**config.mk**
```make
export PLATFORM = sky130hd
export DESIGN_NAME = dma_burst_engine
export DESIGN_NICKNAME = d
export VERILOG_FILES = /design/src/rtl/dma_pkg.sv /design/src/rtl/dma_size_pick.sv /design/src/rtl/dma_burst_buf.sv /design/src/rtl/dma_burst_engine.sv
export SDC_FILE = /design/constraint.sdc
export NUM_CORES = 2
export LEC_CHECK = 0
export ABC_AREA = 1
export BUFFER_PORTS_ARGS = -buffer_cell sky130_fd_sc_hd__buf_2
export CORE_UTILIZATION = 47
export DETAILED_ROUTE_END_ITERATION = 10
export PLACE_DENSITY_LB_ADDON = 0.15
export SLEW_MARGIN = 15
export SYNTH_ARGS = -nofsm -noshare
export SYNTH_HDL_FRONTEND = slang
export SYNTH_SLANG_ARGS = --single-unit
```
**constraint.sdc**
```tcl
create_clock -name clk_i -period 4.2 [get_ports clk_i]
set_clock_uncertainty 0.05 [all_clocks]
set_input_delay 0.42 -clock clk_i [delete_from_list [all_inputs] [get_ports clk_i]]
set_output_delay 0.42 -clock clk_i [all_outputs]
set_load 0.05 [all_outputs]
```
**src/rtl/dma_pkg.sv**
```systemverilog
package dma_pkg;
  typedef enum logic [1:0] {ST_IDLE, ST_RD, ST_WR} dma_state_t;

  localparam logic [1:0] REG_SRC  = 2'd0;
  localparam logic [1:0] REG_DST  = 2'd1;
  localparam logic [1:0] REG_CNT  = 2'd2;
  localparam logic [1:0] REG_CTRL = 2'd3;

  localparam int CTRL_START = 0;
  localparam int CTRL_ABORT = 1;

  localparam logic [1:0] SZ_BYTE = 2'd0;
  localparam logic [1:0] SZ_HALF = 2'd1;
  localparam logic [1:0] SZ_WORD = 2'd2;
endpackage

```
**src/rtl/dma_size_pick.sv**
```systemverilog
module dma_size_pick
  import dma_pkg::*;
(
  input  logic [1:0] addr_lsb_i,
  input  logic [2:0] left_i,
  output logic [1:0] size_o,
  output logic [2:0] nbytes_o
);
  always_comb begin
    if (addr_lsb_i[0] || left_i == 3'd1) begin
      size_o   = SZ_BYTE;
      nbytes_o = 3'd1;
    end else if (addr_lsb_i[1] || left_i < 3'd4) begin
      size_o   = SZ_HALF;
      nbytes_o = 3'd2;
    end else begin
      size_o   = SZ_WORD;
      nbytes_o = 3'd4;
    end
  end
endmodule

```
**src/rtl/dma_burst_buf.sv**
```systemverilog
module dma_burst_buf #(
  parameter  int DEPTH = 32,
  localparam int IDX_W = $clog2(DEPTH),
  localparam int CW    = IDX_W + 1
) (
  input  logic          clk_i,
  input  logic          rst_ni,
  input  logic          clr_i,
  input  logic          push_i,
  input  logic [2:0]    push_n_i,
  input  logic [31:0]   push_data_i,
  input  logic          pop_i,
  input  logic [2:0]    pop_n_i,
  output logic [CW-1:0] fill_o,
  output logic [CW-1:0] drain_o,
  output logic [31:0]   pop_data_o
);
  logic [7:0]    mem_q [DEPTH];
  logic [CW-1:0] fill_q, drain_q;

  always_ff @(posedge clk_i or negedge rst_ni) begin
    if (!rst_ni) begin
      fill_q  <= '0;
      drain_q <= '0;
    end else if (clr_i) begin
      fill_q  <= '0;
      drain_q <= '0;
    end else begin
      if (push_i) fill_q  <= fill_q + CW'(push_n_i);
      if (pop_i)  drain_q <= drain_q + CW'(pop_n_i);
    end
  end

  always_ff @(posedge clk_i) begin
    if (push_i) begin
      for (int k = 0; k < 4; k++) begin
        if (3'(k) < push_n_i)
          mem_q[fill_q[IDX_W-1:0] + IDX_W'(k)] <= push_data_i[8*k +: 8];
      end
    end
  end

  for (genvar k = 0; k < 4; k++) begin : g_lane
    assign pop_data_o[8*k +: 8] = mem_q[drain_q[IDX_W-1:0] + IDX_W'(k)];
  end

  assign fill_o  = fill_q;
  assign drain_o = drain_q;
endmodule

```
**src/rtl/dma_burst_engine.sv**
```systemverilog
module dma_burst_engine
  import dma_pkg::*;
#(
  parameter int ADDR_W = 32,
  parameter int CNT_W  = 16,
  parameter int BURST  = 32
) (
  input  logic              clk_i,
  input  logic              rst_ni,
  input  logic              cfg_we_i,
  input  logic [1:0]        cfg_addr_i,
  input  logic [ADDR_W-1:0] cfg_wdata_i,
  output logic [ADDR_W-1:0] cfg_rdata_o,
  output logic              rd_req_o,
  input  logic              rd_gnt_i,
  output logic [ADDR_W-1:0] rd_addr_o,
  output logic [1:0]        rd_size_o,
  input  logic              rd_rdy_i,
  input  logic              rd_err_i,
  input  logic [31:0]       rd_rdata_i,
  output logic              wr_req_o,
  input  logic              wr_gnt_i,
  output logic [ADDR_W-1:0] wr_addr_o,
  output logic [1:0]        wr_size_o,
  output logic [31:0]       wr_wdata_o,
  input  logic              wr_rdy_i,
  input  logic              wr_err_i,
  output logic              irq_done_o,
  output logic              irq_err_o
);
  localparam int BI_W = $clog2(BURST) + 1;

  dma_state_t        state_q;
  logic [ADDR_W-1:0] cfg_src_q, cfg_dst_q, src_q, dst_q;
  logic [CNT_W-1:0]  cfg_cnt_q, rem_q;
  logic              done_q, err_q, irq_done_q, irq_err_q;

  logic [BI_W-1:0] fill, drain, room, avail;
  logic [2:0]      rd_lim, wr_lim, rd_n, wr_n;
  logic [31:0]     pop_data;
  logic            ctrl_wr, start, abort;
  logic            rd_fire, rd_ok, rd_bad, rd_last;
  logic            wr_fire, wr_ok, wr_bad, wr_last, buf_clr;

  assign room  = BI_W'(BURST) - fill;
  assign avail = fill - drain;

  // clamp per-access byte budget to 4
  always_comb begin
    rd_lim = 3'd4;
    if (rem_q < CNT_W'(4)) rd_lim = rem_q[2:0];
    if (room < BI_W'(4) && room[2:0] < rd_lim) rd_lim = room[2:0];
    wr_lim = (avail < BI_W'(4)) ? avail[2:0] : 3'd4;
  end

  dma_size_pick u_rd_pick (
    .addr_lsb_i (src_q[1:0]),
    .left_i     (rd_lim),
    .size_o     (rd_size_o),
    .nbytes_o   (rd_n)
  );

  dma_size_pick u_wr_pick (
    .addr_lsb_i (dst_q[1:0]),
    .left_i     (wr_lim),
    .size_o     (wr_size_o),
    .nbytes_o   (wr_n)
  );

  assign ctrl_wr = cfg_we_i && (cfg_addr_i == REG_CTRL);
  assign start   = ctrl_wr && cfg_wdata_i[CTRL_START];
  assign abort   = ctrl_wr && cfg_wdata_i[CTRL_ABORT];

  assign rd_fire = (state_q == ST_RD) && rd_gnt_i;
  assign rd_ok   = rd_fire && rd_rdy_i && !rd_err_i;
  assign rd_bad  = rd_fire && rd_err_i;
  assign rd_last = rd_ok && ((fill + BI_W'(rd_n) == BI_W'(BURST)) || (rem_q == CNT_W'(rd_n)));

  assign wr_fire = (state_q == ST_WR) && wr_gnt_i;
  assign wr_ok   = wr_fire && wr_rdy_i && !wr_err_i;
  assign wr_bad  = wr_fire && wr_err_i;
  assign wr_last = wr_ok && (drain + BI_W'(wr_n) == fill);

  assign buf_clr = (state_q == ST_IDLE) || wr_last;

  dma_burst_buf #(.DEPTH(BURST)) u_buf (
    .clk_i       (clk_i),
    .rst_ni      (rst_ni),
    .clr_i       (buf_clr),
    .push_i      (rd_ok),
    .push_n_i    (rd_n),
    .push_data_i (rd_rdata_i),
    .pop_i       (wr_ok),
    .pop_n_i     (wr_n),
    .fill_o      (fill),
    .drain_o     (drain),
    .pop_data_o  (pop_data)
  );

  always_ff @(posedge clk_i or negedge rst_ni) begin
    if (!rst_ni) begin
      state_q    <= ST_IDLE;
      cfg_src_q  <= '0;
      cfg_dst_q  <= '0;
      cfg_cnt_q  <= '0;
      src_q      <= '0;
      dst_q      <= '0;
      rem_q      <= '0;
      done_q     <= 1'b0;
      err_q      <= 1'b0;
      irq_done_q <= 1'b0;
      irq_err_q  <= 1'b0;
    end else begin
      irq_done_q <= 1'b0;
      irq_err_q  <= 1'b0;
      if (cfg_we_i) begin
        case (cfg_addr_i)
          REG_SRC: cfg_src_q <= cfg_wdata_i;
          REG_DST: cfg_dst_q <= cfg_wdata_i;
          REG_CNT: cfg_cnt_q <= cfg_wdata_i[CNT_W-1:0];
          default: ;
        endcase
      end
      if (state_q == ST_IDLE) begin
        if (start) begin
          done_q <= 1'b0;
          err_q  <= 1'b0;
          src_q  <= cfg_src_q;
          dst_q  <= cfg_dst_q;
          rem_q  <= cfg_cnt_q;
          if (cfg_cnt_q == '0) begin
            done_q     <= 1'b1;
            irq_done_q <= 1'b1;
          end else begin
            state_q <= ST_RD;
          end
        end
      end else if (abort || rd_bad || wr_bad) begin
        state_q   <= ST_IDLE;
        err_q     <= 1'b1;
        irq_err_q <= 1'b1;
      end else if (rd_ok) begin
        src_q <= src_q + ADDR_W'(rd_n);
        rem_q <= rem_q - CNT_W'(rd_n);
        if (rd_last) state_q <= ST_WR;
      end else if (wr_ok) begin
        dst_q <= dst_q + ADDR_W'(wr_n);
        if (wr_last) begin
          if (rem_q == '0) begin
            state_q    <= ST_IDLE;
            done_q     <= 1'b1;
            irq_done_q <= 1'b1;
          end else begin
            state_q <= ST_RD;
          end
        end
      end
    end
  end

  always_comb begin
    case (cfg_addr_i)
      REG_SRC: cfg_rdata_o = cfg_src_q;
      REG_DST: cfg_rdata_o = cfg_dst_q;
      REG_CNT: cfg_rdata_o = ADDR_W'(cfg_cnt_q);
      default: cfg_rdata_o = ADDR_W'({err_q, done_q, state_q != ST_IDLE});
    endcase
  end

  for (genvar k = 0; k < 4; k++) begin : g_wlane
    assign wr_wdata_o[8*k +: 8] = (3'(k) < wr_n) ? pop_data[8*k +: 8] : 8'h00;
  end

  assign rd_req_o   = (state_q == ST_RD);
  assign wr_req_o   = (state_q == ST_WR);
  assign rd_addr_o  = src_q;
  assign wr_addr_o  = dst_q;
  assign irq_done_o = irq_done_q;
  assign irq_err_o  = irq_err_q;
endmodule

```
Word-level counts from Yosys, hierarchy flattened
Memory sizes are Yosys's and may differ from the RTL's.
Cells that the tools add are included.
{ "classes": {"n_addsub": 13, "magnitude_cmp": 14, "n_eq_ne": 15, "mux": 74, "n_reduce_logical": 46} }
{ "op_table": {"columns": ["op", "n"], "rows": [
  ["$mux W32", 9],
  ["$pmux W32 S3", 1],
  ["$add A32 B3 Y32", 2],
  ["$mux W16", 4],
  ["$mux W1", 33],
  ["$logic_not A16 Y1", 2],
  ["$mux W8", 4],
  ["$mux W2", 12],
  ["$mux W6", 4],
  ["$mux W3", 7],
  ["$add A5 B2 Y5 const B", 4],
  ["$eq A16 B3 Y1", 1],
  ["$lt A16 B3 Y1 const B", 1],
  ["$reduce_bool A2 Y1", 8],
  ["$sub A16 B3 Y16", 1],
  ["$logic_and A1 B1 Y1", 14],
  ["$add A6 B3 Y6", 2],
  ["$lt A1 B3 Y1 const A", 4],
  ["$lt A2 B3 Y1 const A", 4],
  ["$lt A6 B3 Y1 const B", 2],
  ["$add A5 B1 Y5 const B", 2],
  ["$logic_or A1 B1 Y1", 8],
  ["$reduce_and A2 Y1", 4],
  ["$reduce_bool A4 Y1", 2],
  ["18 further kinds", 27]
]} }
{ "word_totals": {"ff_bits": 178, "ram_bits": 256, "out_inout_bits": 136, "mem_count": 1} }
{ "mem_list": {"columns": ["memory", "depth", "word_bits", "read_ports", "rd_ports_with_merged_regs", "write_ports", "line", "rtl"], "rows": [
  ["u_buf.mem_q", 32, 8, 4, 0, 4, "dma_burst_buf.sv:18", "logic [7:0] mem_q [DEPTH];"]
]} }

Logic depth before layout (Yosys ltp)
{ "depth": {"depth_word": 17, "ltp_mapped": 30, "mapped_depth_nobuf": 28} }

Cells and area by module
A second synthesis with hierarchy kept.
{ "unflattened": {"hier_cells": 5963, "area_unflattened_um2": 38121.6} }
{ "modules_own_cells": {"columns": ["mod", "n_inst", "cells_each", "area_per_inst_um2"], "rows": [
  ["dma_burst_buf", 1, 4358, 26968.4],
  ["dma_burst_engine", 1, 1585, 11038.1],
  ["dma_size_pick", 2, 10, 57.6]
]} }

Worst setup path after synthesis
OpenSTA, ideal clock, no wires.
{ "synth_timing": {"path_kind": "register to register", "start": "reg u_buf.drain_q[2] (netlist: u_buf.drain_o[2])", "end": "reg dst_q[24] (netlist: wr_addr_o[24])", "arrival_time_ns": 5.595, "t_required_ns": 4.067, "slack_ns": -1.528, "stages_incl_launch_ff": 23, "period_less_slack_ns": 5.728, "path_cell_list": "dfrtp_1 > clkbuf_1 > clkinv_1 > clkbuf_1 > ha_1 > a21oi_1 > o21ai_0 > or2_2 > a211oi_1 > nand2_1 > a211oi_1 > ha_1 > inv_1 > o21ai_0 > nand2_1 > a21oi_1 > inv_1 > nor2_1 > nand4_1 > or2_2 > nand3_1 > o211ai_1 > o21ai_0"} }
{ "synth_between": {"elab_chain_cells": 12, "word_cells_on_any_way": 14, "classes_between": "add/sub: 2; order compare: 2; eq/ne: 1; mux: 7; reduce/logical: 2"} }
{ "synth_lines": {"columns": ["element", "line", "rtl"], "rows": [
  ["start: declaration", "dma_burst_buf.sv:19", "logic [CW-1:0] fill_q, drain_q;"],
  ["start signal: assignment", "dma_burst_buf.sv:30", "if (pop_i) drain_q <= drain_q + CW'(pop_n_i);"],
  ["$sub A6 B6 Y6 (*)", "dma_burst_engine.sv:46", "assign avail = fill - drain;"],
  ["$lt A6 B3 Y1", "dma_burst_engine.sv:53", "wr_lim = (avail < BI_W'(4)) ? avail[2:0] : 3'd4;"],
  ["$mux W3 (*)", "dma_burst_engine.sv:53", null],
  ["$lt A3 B3 Y1", "dma_size_pick.sv:13", "end else if (addr_lsb_i[1] || left_i < 3'd4) begin"],
  ["$logic_or A1 B1 Y1", "dma_size_pick.sv:13", null],
  ["$mux W3", "dma_size_pick.sv:13", null],
  ["$mux W3 (*)", "dma_size_pick.sv:10", "if (addr_lsb_i[0] || left_i == 3'd1) begin"],
  ["$add A32 B3 Y32 (*)", "dma_burst_engine.sv:147", "dst_q <= dst_q + ADDR_W'(wr_n);"],
  ["$mux W32 (*)", "dma_burst_engine.sv:146", "end else if (wr_ok) begin"],
  ["$mux W32 (*)", "dma_burst_engine.sv:142", "end else if (rd_ok) begin"],
  ["$mux W32 (*)", "dma_burst_engine.sv:138", "end else if (abort || rd_bad || wr_bad) begin"],
  ["$mux W32 (*)", "dma_burst_engine.sv:124", "if (state_q == ST_IDLE) begin"],
  ["end signal: assignment", "dma_burst_engine.sv:129", "dst_q <= cfg_dst_q;"],
  ["end signal: assignment", "dma_burst_engine.sv:147", null],
  ["end: declaration", "dma_burst_engine.sv:34", "logic [ADDR_W-1:0] cfg_src_q, cfg_dst_q, src_q, dst_q;"]
]} }
Mark *: on every way between the ends. The rest lies on a longest branch, timed or not. The select of a mux whose other input is x is not followed.
A chain may end at the register's enable or synchronous reset.

==> run_results.csv <==
group,metric,value,unit
setup_path,slowest_stage,"dfrtp_2",
detailed_routing,vias_per_cell,6.32,
power_and_ir_drop,power_density,560,mW/mm^2
clocking,clock_latency,0.62,ns
clocking,clk_pin_slew,0.06,ns
floorplan,dieHeight,289,um
floorplan,io_pins,211,
synth,async_reset_ff_frac,0.410,
setup_path,crit_required,4.40,ns
setup_path,timing.rr.end,"u_buf.mem_q[19][3]",
synth,synth_area,0.0387,sq mm
setup_path,crit_start,"u_buf.fill_o[1]",
setup_path,crit_cells,18,
clocking,clock-sinks,434,
final_layout,regArea,0.0122,sq mm
synth,synth_top_area_cell,"nand2_1",
setup_path,cp.arrival,4.33,ns
synth,syn_nets,6431,
timing,hold_ws,0.0362,ns
clocking,root_buffer,"clkbuf_16",
synth,synth_cell_type_count,61,
placed_design,placed_cells,7430,
final_layout,final_nets,6568,
setup_path,crit_path_frequent_cell,"nand2_1",
final_layout,drive_gt1_frac,0.120,
final_layout,fin_cells,7553,
power_and_ir_drop,ir_drop,0.551,mV
synth,ys.warnings.count,0,
final_layout,post-route-util,0.547,
placed_design,portBuffers,210,
clocking,cts_buffers,47,
synth,yosysMostFrequentCell,"nand2_1",
grt,first_global_vias,39900,
setup_path,max_stage_delay,0.42,ns
synth,yosys-top-cells-count,"2381 x nand2_1, 669 x nand3_1, 661 x o21ai_0, 537 x inv_1, 301 x clkbuf_1",
synth,ys_ff_latch,434,
setup_path,cp_cell_sequence,"buf_4, buf_4, ha_1, nand2_1, xor2_1, inv_1, nor2_1, nand2_1, nor2_2, nand4_1, buf_4, buf_4, nand2_1, nand2_1, nand2_1, nand2_1, nand2_1, nand2_1",
floorplan,dieArea,0.0835,sq mm
detailed_routing,drcViolationCount,0,
worst_hold_path,hp-class,"in2reg",
timing,clock.fmax,242,MHz
synth,synth_top_area_share,0.231,
floorplan,rows,104,
placed_design,dpl.hpwl,154000,um
run_status,status,"completed",
setup_path,r2r_start,"u_buf.fill_o[1]",
timing,setup_violations,0,
detailed_routing,vias,47700,
synth,syn_avg_cell_area,6.12,sq um
synth,synthTopCellsByArea,"nand2_1 23%, edfxtp_1 20%, dfrtp_1 12%",
detailed_routing,firstDrtPassIters,7,
timing,worst_slew_pin_slew,1.24,ns
final_layout,multiInputGateArea,0.0233,sq mm
timing,relSlewSlack,0.170,
setup_path,endpoint_kind,"register",
grt,overflow,0,
timing,drv_slew,0,
timing,finalHoldViolations,0,
detailed_routing,finalWirelength,209000,um
placed_design,gp_congestion,1.15,
synth,postSynthCellCount,6318,
detailed_routing,postRouteAntennaNets,0,
grt,grt_max_degree,113,
setup_path,crit_family,"simple AND/OR/NAND/NOR gates",
synth,seq_area_frac_synth,0.314,
flow_run,drv_cap,0,
floorplan,die_w,289,um
timing,rsz0062_at_grt,"yes",
setup_path,critPathBufInv,5,
setup_path,endpoint,"u_buf.mem_q[19][3]",
setup_path,start_kind,"register",
setup_path,crit_fanout,9,
timing,finalWorstPathRequiredPeriod,4.12,ns
setup_path,worstSetupPathType,"reg2reg",
floorplan,start_util,0.478,
power_and_ir_drop,power.total,24800,uW
grt,antenna_found_initial,9,
timing,period_share,0.982,
clocking,htree_levels,2,
clocking,cts_max_path_buffers,3,
synth,synth_enable_flop_cells,256,
grt,grt_pass1_wl,290000,um
synth,ys.flop_type,"edfxtp_1",
final_layout,areaGrowthSynthToFinish,14.5,%
detailed_routing,drt_iter0_drc,8621,
clocking,cts_tree,"done",
setup_path,rrSetupSlack,0.08,ns
setup_path,rr_worst_depth,18,
detailed_routing,routedWlPerCell,27.6,um
grt,grt_usage,0.482,
timing,fin_setup_tns,0,ns
final_layout,fillCellCount,8193,
power_and_ir_drop,p_leak,0.0213,uW
floorplan,core-area,0.0809,sq mm
==> state kept, by name, indices dropped and copies added (netlist names) <==
signal and flops:
err_q 1, u_buf.mem_q 256, rem_q 16, wr_addr_o 32, irq_err_o 1, u_buf.fill_o 6
cfg_cnt_q 16, state_q 2, cfg_dst_q 32, done_q 1, irq_done_o 1, cfg_src_q 32
rd_addr_o 32, u_buf.drain_o 6
==> what timing repair did <==
action / CTS / global route
hold buffers: 4 / 0
gates cloned: 1 / 2
gates resized for setup: 18 / 89
buffers inserted: 2 / 27
pin swaps: 6 / 43
setup endpoints to repair: 24 / 386
endpoints found under the hold margin: 108 / 0
==> layout by cell type, fill, tap and decap left out, drive strengths merged, types with 78 or more instances in the layout <==
cell type	n
o21ai	664
a21oi	292
buf	492
nand2	2392
nand3	675
inv	567
nand4	166
dfrtp	178
nor3	78
edfxtp	256
nor2	309
==> metal layers <==
| metal | up-vias | global-route usage | share of wire |
|---|---|---|---|
| met2 | 3998 | 0.578 | 0.35 |
| li1 | 21200 | - | - |
| met5 | - | 0.0159 | 0.0014 |
| met3 | 520 | 0.276 | 0.20 |
| met4 | 16 | 0.156 | 0.042 |
| met1 | 22000 | 0.697 | 0.40 |
==> report_power, final <==
part	leakage [uW]	internal, uW	switching (uW)
logic	0.0160	3990	10700
registers	0.00450	5100	842
clock network	0.000743	2370	1830
==> area by class of cell <==
cell class	instances	area share
Multi-Input combinational cell	4892	0.525
Inverter	579	0.0497
Timing Repair Buffer	501	0.0858
Sequential cell	434	0.274
Antenna cell	3	0.000169
Clock inverter	27	0.00686
Tap cell	1060	0.0299
Clock buffer	57	0.0279
==> worst reg2reg max path, stage by stage (launching register included) <==
cell     delay, ns
dfrtp_2       0.42
buf_4         0.15
buf_4         0.19
ha_1          0.26
nand2_1       0.08
xor2_1        0.35
inv_1         0.14
nor2_1        0.29
nand2_1       0.38
nor2_2        0.42
nand4_1       0.14
buf_4         0.19
buf_4         0.14
nand2_1       0.05
nand2_1       0.07
nand2_1       0.05
nand2_1       0.05
nand2_1       0.07
nand2_1       0.27
==> how the worst min path moves through the flow <==
stage | start | endpoint | slack, ns | depth (start not counted)
floorplan | rst_ni | cfg_cnt_q[0] | 0.07 | 0
global placement | cfg_dst_q[25] | cfg_dst_q[25] | 0.42 | 2
detailed placement | cfg_dst_q[25] | cfg_dst_q[25] | 0.42 | 2
CTS | cfg_wdata_i[17] | cfg_dst_q[17] | 0.009 | 3
global route | cfg_wdata_i[25] | cfg_dst_q[25] | 0.04 | 3
finish | cfg_wdata_i[21] | cfg_src_q[21] | 0.04 | 3
==> stage by stage <==
stage	area [sq um]	setup slack, ns
after floorplan	38900	-0.0137
after global placement	41900	0.00491
after detailed placement	41900	-0.0430
after CTS	43600	-0.00757
after global routing	44300	-0.123
final	44300	0.0756
==> logic make-up (layout without fill, tap and decap cells) <==
kind of cell    after synthesis  in the layout  synth area share
fa+ha+maj                    38             38            0.0131
xor+xnor                     52             52            0.0118
simple gates               3650           3650             0.399
mux                           2              2          0.000517
buf+inv                     992           1164             0.100
other cells                   0              3                 0
compound gates             1150           1150             0.162
flops                       434            434             0.314
Note: power is estimated with default switching activity, not from simulation.
